File: src/rtl/ewd_pkg.sv
package ewd_pkg;
    localparam int SEL_W = 3;

    typedef enum logic [SEL_W-1:0] {
        SEL_RISE_IRQ  = 3'd0,
        SEL_FALL_IRQ  = 3'd1,
        SEL_RISE_WAKE = 3'd2,
        SEL_FALL_WAKE = 3'd3,
        SEL_CLEAR     = 3'd4
    } cfg_sel_e;
endpackage

File: src/rtl/ewd_edge.sv
module ewd_edge #(
    parameter int NPINS = 32
) (
    input  logic             clk,
    input  logic [NPINS-1:0] lvl,
    output logic [NPINS-1:0] rise,
    output logic [NPINS-1:0] fall
);
    typedef struct packed {
        logic [NPINS-1:0] prev;
    } edge_st_t;

    edge_st_t st_d, st_q;

    // The previous-level copy always follows the pins, also during reset,
    // so the first cycle after reset sees no change.
    always_comb begin
        st_d.prev = lvl;
        rise      = lvl & ~st_q.prev;
        fall      = ~lvl & st_q.prev;
    end

    always_ff @(posedge clk) begin
        st_q <= st_d;
    end
endmodule

File: src/rtl/ewd_cfg.sv
module ewd_cfg
    import ewd_pkg::*;
#(
    parameter int NPINS = 32
) (
    input  logic             clk,
    input  logic             rst_n,
    input  logic             we,
    input  logic [SEL_W-1:0] sel,
    input  logic [NPINS-1:0] wdata,
    output logic [NPINS-1:0] rise_irq_m,
    output logic [NPINS-1:0] fall_irq_m,
    output logic [NPINS-1:0] rise_wake_m,
    output logic [NPINS-1:0] fall_wake_m,
    output logic [NPINS-1:0] clr_vec
);
    typedef struct packed {
        logic [NPINS-1:0] rim;
        logic [NPINS-1:0] fim;
        logic [NPINS-1:0] rwm;
        logic [NPINS-1:0] fwm;
    } cfg_st_t;

    cfg_st_t st_d, st_q;

    always_comb begin
        st_d    = st_q;
        clr_vec = '0;
        if (we) begin
            case (sel)
                SEL_RISE_IRQ:  st_d.rim = wdata;
                SEL_FALL_IRQ:  st_d.fim = wdata;
                SEL_RISE_WAKE: st_d.rwm = wdata;
                SEL_FALL_WAKE: st_d.fwm = wdata;
                SEL_CLEAR:     clr_vec  = wdata;
                default:       ;
            endcase
        end
    end

    always_ff @(posedge clk) begin
        if (!rst_n) st_q <= '0;
        else        st_q <= st_d;
    end

    assign rise_irq_m  = st_q.rim;
    assign fall_irq_m  = st_q.fim;
    assign rise_wake_m = st_q.rwm;
    assign fall_wake_m = st_q.fwm;

    assert_rim_write_R2: assert property (@(posedge clk) disable iff (!rst_n)
        (we && sel == SEL_RISE_IRQ) |=> (rise_irq_m == $past(wdata)));

    assert_bad_sel_R2: assert property (@(posedge clk) disable iff (!rst_n)
        (we && sel > SEL_CLEAR) |=> ($stable(rise_irq_m) && $stable(fall_irq_m)
                                     && $stable(rise_wake_m) && $stable(fall_wake_m)));
endmodule

File: src/rtl/ewd_pend.sv
module ewd_pend #(
    parameter int NPINS = 32
) (
    input  logic             clk,
    input  logic             rst_n,
    input  logic [NPINS-1:0] rise,
    input  logic [NPINS-1:0] fall,
    input  logic [NPINS-1:0] rise_m,
    input  logic [NPINS-1:0] fall_m,
    input  logic [NPINS-1:0] clr_vec,
    output logic [NPINS-1:0] pend,
    output logic             irq
);
    typedef struct packed {
        logic [NPINS-1:0] pend;
    } pend_st_t;

    pend_st_t st_d, st_q;
    logic [NPINS-1:0] hit;

    // A new event takes priority over a clear of the same bit.
    always_comb begin
        hit       = (rise & rise_m) | (fall & fall_m);
        st_d.pend = (st_q.pend & ~clr_vec) | hit;
    end

    always_ff @(posedge clk) begin
        if (!rst_n) st_q <= '0;
        else        st_q <= st_d;
    end

    assign pend = st_q.pend;
    assign irq  = |st_q.pend;

    for (genvar i = 0; i < NPINS; i++) begin : g_chk
        assert_hold_R6: assert property (@(posedge clk) disable iff (!rst_n)
            (pend[i] && !clr_vec[i]) |=> pend[i]);
        assert_clear_R6: assert property (@(posedge clk) disable iff (!rst_n)
            (clr_vec[i] && !rise[i] && !fall[i]) |=> !pend[i]);
        assert_race_R7: assert property (@(posedge clk) disable iff (!rst_n)
            (clr_vec[i] && rise[i] && rise_m[i]) |=> pend[i]);
        assert_no_spurious_R5: assert property (@(posedge clk) disable iff (!rst_n)
            (!pend[i] && !rise[i] && !fall[i]) |=> !pend[i]);
    end
endmodule

File: src/rtl/ewd_wake.sv
module ewd_wake #(
    parameter int NPINS = 32
) (
    input  logic             clk,
    input  logic             rst_n,
    input  logic [NPINS-1:0] rise,
    input  logic [NPINS-1:0] fall,
    input  logic [NPINS-1:0] rise_m,
    input  logic [NPINS-1:0] fall_m,
    input  logic             sleep,
    output logic             wake
);
    typedef struct packed {
        logic wake;
    } wake_st_t;

    wake_st_t st_d, st_q;
    logic     req;

    always_comb begin
        req       = |((rise & rise_m) | (fall & fall_m));
        st_d.wake = sleep && (st_q.wake || req);
    end

    always_ff @(posedge clk) begin
        if (!rst_n) st_q <= '0;
        else        st_q <= st_d;
    end

    assign wake = st_q.wake;

    assert_drop_R11: assert property (@(posedge clk) disable iff (!rst_n)
        !sleep |=> !wake);
    assert_sticky_R10: assert property (@(posedge clk) disable iff (!rst_n)
        (wake && sleep) |=> wake);
    assert_no_req_R10: assert property (@(posedge clk) disable iff (!rst_n)
        (!wake && !req) |=> !wake);
endmodule

File: src/rtl/edge_wake_det.sv
module edge_wake_det
    import ewd_pkg::*;
#(
    parameter int NPINS = 32
) (
    input  logic             clk,
    input  logic             rst_n,
    input  logic [NPINS-1:0] pin_lvl,
    input  logic             sleep_i,
    input  logic             cfg_we,
    input  logic [SEL_W-1:0] cfg_sel,
    input  logic [NPINS-1:0] cfg_wdata,
    output logic [NPINS-1:0] pend_o,
    output logic             irq_o,
    output logic             wake_o
);
    logic [NPINS-1:0] rise, fall;
    logic [NPINS-1:0] rim, fim, rwm, fwm, clr;

    ewd_edge #(.NPINS(NPINS)) u_edge (
        .clk (clk),
        .lvl (pin_lvl),
        .rise(rise),
        .fall(fall)
    );

    ewd_cfg #(.NPINS(NPINS)) u_cfg (
        .clk        (clk),
        .rst_n      (rst_n),
        .we         (cfg_we),
        .sel        (cfg_sel),
        .wdata      (cfg_wdata),
        .rise_irq_m (rim),
        .fall_irq_m (fim),
        .rise_wake_m(rwm),
        .fall_wake_m(fwm),
        .clr_vec    (clr)
    );

    ewd_pend #(.NPINS(NPINS)) u_pend (
        .clk    (clk),
        .rst_n  (rst_n),
        .rise   (rise),
        .fall   (fall),
        .rise_m (rim),
        .fall_m (fim),
        .clr_vec(clr),
        .pend   (pend_o),
        .irq    (irq_o)
    );

    ewd_wake #(.NPINS(NPINS)) u_wake (
        .clk   (clk),
        .rst_n (rst_n),
        .rise  (rise),
        .fall  (fall),
        .rise_m(rwm),
        .fall_m(fwm),
        .sleep (sleep_i),
        .wake  (wake_o)
    );

    assert_irq_or_R8: assert property (@(posedge clk) disable iff (!rst_n)
        irq_o == (pend_o != '0));
    assert_steady_R5: assert property (@(posedge clk) disable iff (!rst_n)
        ($stable(pin_lvl) && !cfg_we) |=> $stable(pend_o));
endmodule

File: config.mk
export PLATFORM = sky130hd
export DESIGN_NAME = edge_wake_det
export DESIGN_NICKNAME = d
export VERILOG_FILES = /design/src/rtl/ewd_pkg.sv /design/src/rtl/ewd_edge.sv /design/src/rtl/ewd_cfg.sv /design/src/rtl/ewd_pend.sv /design/src/rtl/ewd_wake.sv /design/src/rtl/edge_wake_det.sv
export SDC_FILE = /design/constraint.sdc
export NUM_CORES = 1
export LEC_CHECK = 0
export ABC_AREA = 0
export BUFFER_PORTS_ARGS = -buffer_cell sky130_fd_sc_hd__buf_2
export CORE_AREA = 4 4 118 120
export CTS_CLUSTER_SIZE = 10
export DETAILED_ROUTE_END_ITERATION = 7
export DIE_AREA = 0 0 122 124
export PLACE_DENSITY = 0.9
export SLEW_MARGIN = 20
export SYNTH_ARGS = -nofsm -noshare
export SYNTH_HDL_FRONTEND = slang
export SYNTH_SLANG_ARGS = --single-unit
File: constraint.sdc
create_clock -name clk -period 3.4 [get_ports clk]
set_input_delay 0.68 -clock clk [delete_from_list [all_inputs] [get_ports clk]]
set_output_delay 0.68 -clock clk [all_outputs]
set_load 0.01 [all_outputs]
==> run_results.csv <==
group,metric,value,unit
logic_synthesis,yosys.area.top_type,"dfxtp_1",
worst_setup_path,r2r-start,"u_edge.st_q[0]",
detailed_routing,first_iter_violations,713,
sta,fin_skew,6.23,ps
sta,max_freq,0.351,GHz
floorplanning,core,0.0130,mm^2
logic_synthesis,synth_warnings,0,
logic_synthesis,yosysTopAreaCellShare,0.509,
finish,fin_cells,1136,
clocking,clk_pin_slew,70,ps
floorplanning,die_h,124,um
run,drv_cap,0,
detailed_routing,via_per_inst,5.86,
worst_hold_path,min-delay-start,"pin_lvl[28]",
worst_setup_path,endpoint_kind,"primary output",
floorplanning,dieArea,0.0151,mm^2
detailed_routing,wirelength,21200,um
clocking,ctsResizeCount,0,
worst_setup_path,slowest_delay,580,ps
place,placed_area,0.00826,mm^2
sta,maxSlewViolCount,0,
sta,max_slew_margin,0.450,
grt,groute.usage.overall,0.290,
place,port_buffers,104,
logic_synthesis,yosysSeqAreaShare,0.509,
power,leakage,0.00332,uW
place,routabilityCongestion,0.889,
clocking,cts_sinks,193,
detailed_routing,vias,6660,
sta,finalSetupTns,0,ps
clocking,cts_tree,"yes",
worst_setup_path,critPathMaxFanout,3,
sta,tightest_slew,825,ps
sta,period_share,0.838,
worst_setup_path,path_buf_inv,1,
clocking,cts_setup_buffers,0,
power,switching_power,1060,uW
sta,finalHoldViolCount,0,
logic_synthesis,synth_most_common_cell,"nand2_1",
floorplanning,die_w,122,um
logic_synthesis,ys.flop_type,"dfxtp_1",
worst_setup_path,cp.required,2720,ps
power,p_int,3610,uW
floorplanning,io_pins,105,
power,p_per_area,527,mW/mm^2
logic_synthesis,syn_nets,936,
detailed_routing,avgRoutedWirePerCell,18.7,um
logic_synthesis,syn_avg_cell_area,8.78,um^2
worst_setup_path,worstPathArrival,2170,ps
clocking,clockBufferDepth,2,
worst_hold_path,min_to,"u_edge.st_q[28]",
power,peakVddDrop,0.355,mV
power,seqPwrFrac,0.505,
worst_setup_path,path_class,"reg2out",
worst_setup_path,r2r-end,"u_wake.wake",
finish,drive_above_1_share,0.157,
logic_synthesis,synth_common_cells,"nand2_1, dfxtp_1, a21boi_0",
grt,grt_start_max_net_pins,101,
worst_setup_path,r2r_slack,1610,ps
power,clkPwrFrac,0.426,
finish,fin_nets,1018,
sta,setup-violations-final,0,
floorplanning,initial_utilization,0.585,
worst_setup_path,path_delay_family,"simple AND/OR/NAND/NOR gates",
grt,antenna_found_initial,1,
detailed_routing,firstDrtPassIters,7,
worst_hold_path,holdPathStages,1,
clocking,clk_latency,430,ps
logic_synthesis,netlist_top_cells_area,"dfxtp_1, nand2_1, a21boi_0, nor2b_1, a222oi_1",
grt,grt_overflow_total,0,
sta,rsz0062_at_grt,"no",
clocking,cts_buffers,17,
power,p_sw_frac,0.227,
floorplanning,placementRows,42,
logic_synthesis,async_flop_share,0,
place,dp.cells,1104,
logic_synthesis,synth_seq_cells,193,
detailed_routing,drtAntennaViolNets,0,
clocking,cts_hold_buf,0,
clocking,h-tree-depth,4,
finish,fin_area,0.00886,mm^2
clocking,ctsRootBufferMaster,"clkbuf_16",
worst_setup_path,reg2regPathDepth,5,
grt,grt_pass1_wl,33500,um
worst_setup_path,crit_chain,"nor4_1 -> nand4_1 -> or2_2 -> buf_2",
place,dp_hpwl,14100,um
logic_synthesis,ys_types,27,
logic_synthesis,synthCells,865,
logic_synthesis,synth_edf_count,0,
sta,fin_crit,2850,ps
logic_synthesis,synthesis.area,0.00760,mm^2
power,p_total,4660,uW
grt,grt_pass1_vias,6415,
finish,area_delta_synth_final,16.6,%
worst_hold_path,hold_class,"in2reg",
power,comb_power_share,0.069,
worst_setup_path,start_kind,"flip-flop",
worst_setup_path,crit_slowest_cell,"nor4_1",
outcome,status,"finished clean",
detailed_routing,drc,0,
-- sequential cells by signal, summed over array words and instances, names as in the netlist --
name and count:
u_cfg.fall_irq_m 32, u_cfg.fall_wake_m 32, u_cfg.rise_irq_m 32, u_cfg.rise_wake_m 32, u_edge.st_q 32, u_pend.pend 32, u_wake.wake 1
-- cell type report --
type                            count  area (um^2)
Antenna cell                        1         2.50
Clock buffer                       22          484
Clock inverter                      9          106
Fill cell                        1010         4120
Multi-Input combinational cell    623         3570
Sequential cell                   193         3860
Tap cell                          176          220
Timing Repair Buffer              112          608
-- how the worst max path moves through the flow --
| stage | startpoint | end | slack (ps) | cells after the start |
|---|---|---|---|---|
| 2_1_floorplan | pin_lvl[10] | u_wake.wake | 1380 | 5 |
| 3_3_place_gp | u_pend.pend[4] | irq_o | 940 | 4 |
| 3_5_place_dp | cfg_sel[1] | u_pend.pend[1] | 990 | 7 |
| 4_1_cts | u_pend.pend[4] | irq_o | 550 | 4 |
| 5_1_grt | u_pend.pend[4] | irq_o | 490 | 4 |
| 6_report | u_pend.pend[5] | irq_o | 550 | 4 |
-- cells in the final DEF, fill, tap and decap left out, types with 3 or more instances in the layout --
cell type and instances:
nand2_1 290, nor2b_1 95, clkbuf_16 17, nor4_1 10, and2_1 10, clkinvlp_4 3, a21boi_1 6, dfxtp_1 193
a222oi_1 32, buf_4 7, buf_2 103, nor3_2 3, or2_2 3, nand4_1 4, clkinv_2 3, a211o_1 10
a22o_1 14, clkbuf_8 4, a21boi_0 122, nand3b_1 8
-- kinds of logic (layout without fill, tap and decap cells) --
logic type / after synthesis / after routing / synth area share
AOI/OAI and AO/OA: 189 / 189 / 0.203
and+or+nand+nor: 434 / 434 / 0.264
DFF: 193 / 193 / 0.509
other: 0 / 1 / 0
buffers and inverters: 49 / 143 / 0.0242
-- routing by layer --
| metal | part of all wire | up-vias | GRT usage |
|---|---|---|---|
| met5 | 0 | - | 0 |
| met4 | 0.044 | 0 | 0.162 |
| met3 | 0.086 | 73 | 0.0658 |
| met2 | 0.47 | 305 | 0.472 |
| met1 | 0.40 | 3177 | 0.358 |
| li1 | - | 3105 | - |
-- metrics by stage --
| stage | setup slack [ps] | hold slack, ps | utilization |
|---|---|---|---|
| 6_report | 552 | 373 | 0.682 |
| 5_1_grt | 489 | 360 | 0.682 |
| 3_3_place_gp | 942 | 445 | 0.637 |
| 3_5_place_dp | 989 | 449 | 0.637 |
| 2_1_floorplan | 1380 | 435 | - |
| 4_1_cts | 552 | 363 | 0.682 |
-- worst reg2reg max path, cell delays in order, from the launching register on --
cell	delay, ps
dfxtp_1	320
nor2b_1	170
a22o_1	190
a221o_1	280
a2111oi_0	500
a41oi_1	180
-- power by group through the flow --
| stage | sequential (uW) | combinational, uW | clock [uW] |
|---|---|---|---|
| 2_1_floorplan | 2400 | 168 | 0 |
| 3_3_place_gp | 2400 | 309 | 0 |
| 3_5_place_dp | 2400 | 314 | 0 |
| 4_1_cts | 2350 | 318 | 1990 |
| 5_1_grt | 2360 | 350 | 2080 |
| 6_report | 2350 | 322 | 1990 |
Power figures use the tool's default switching activity.
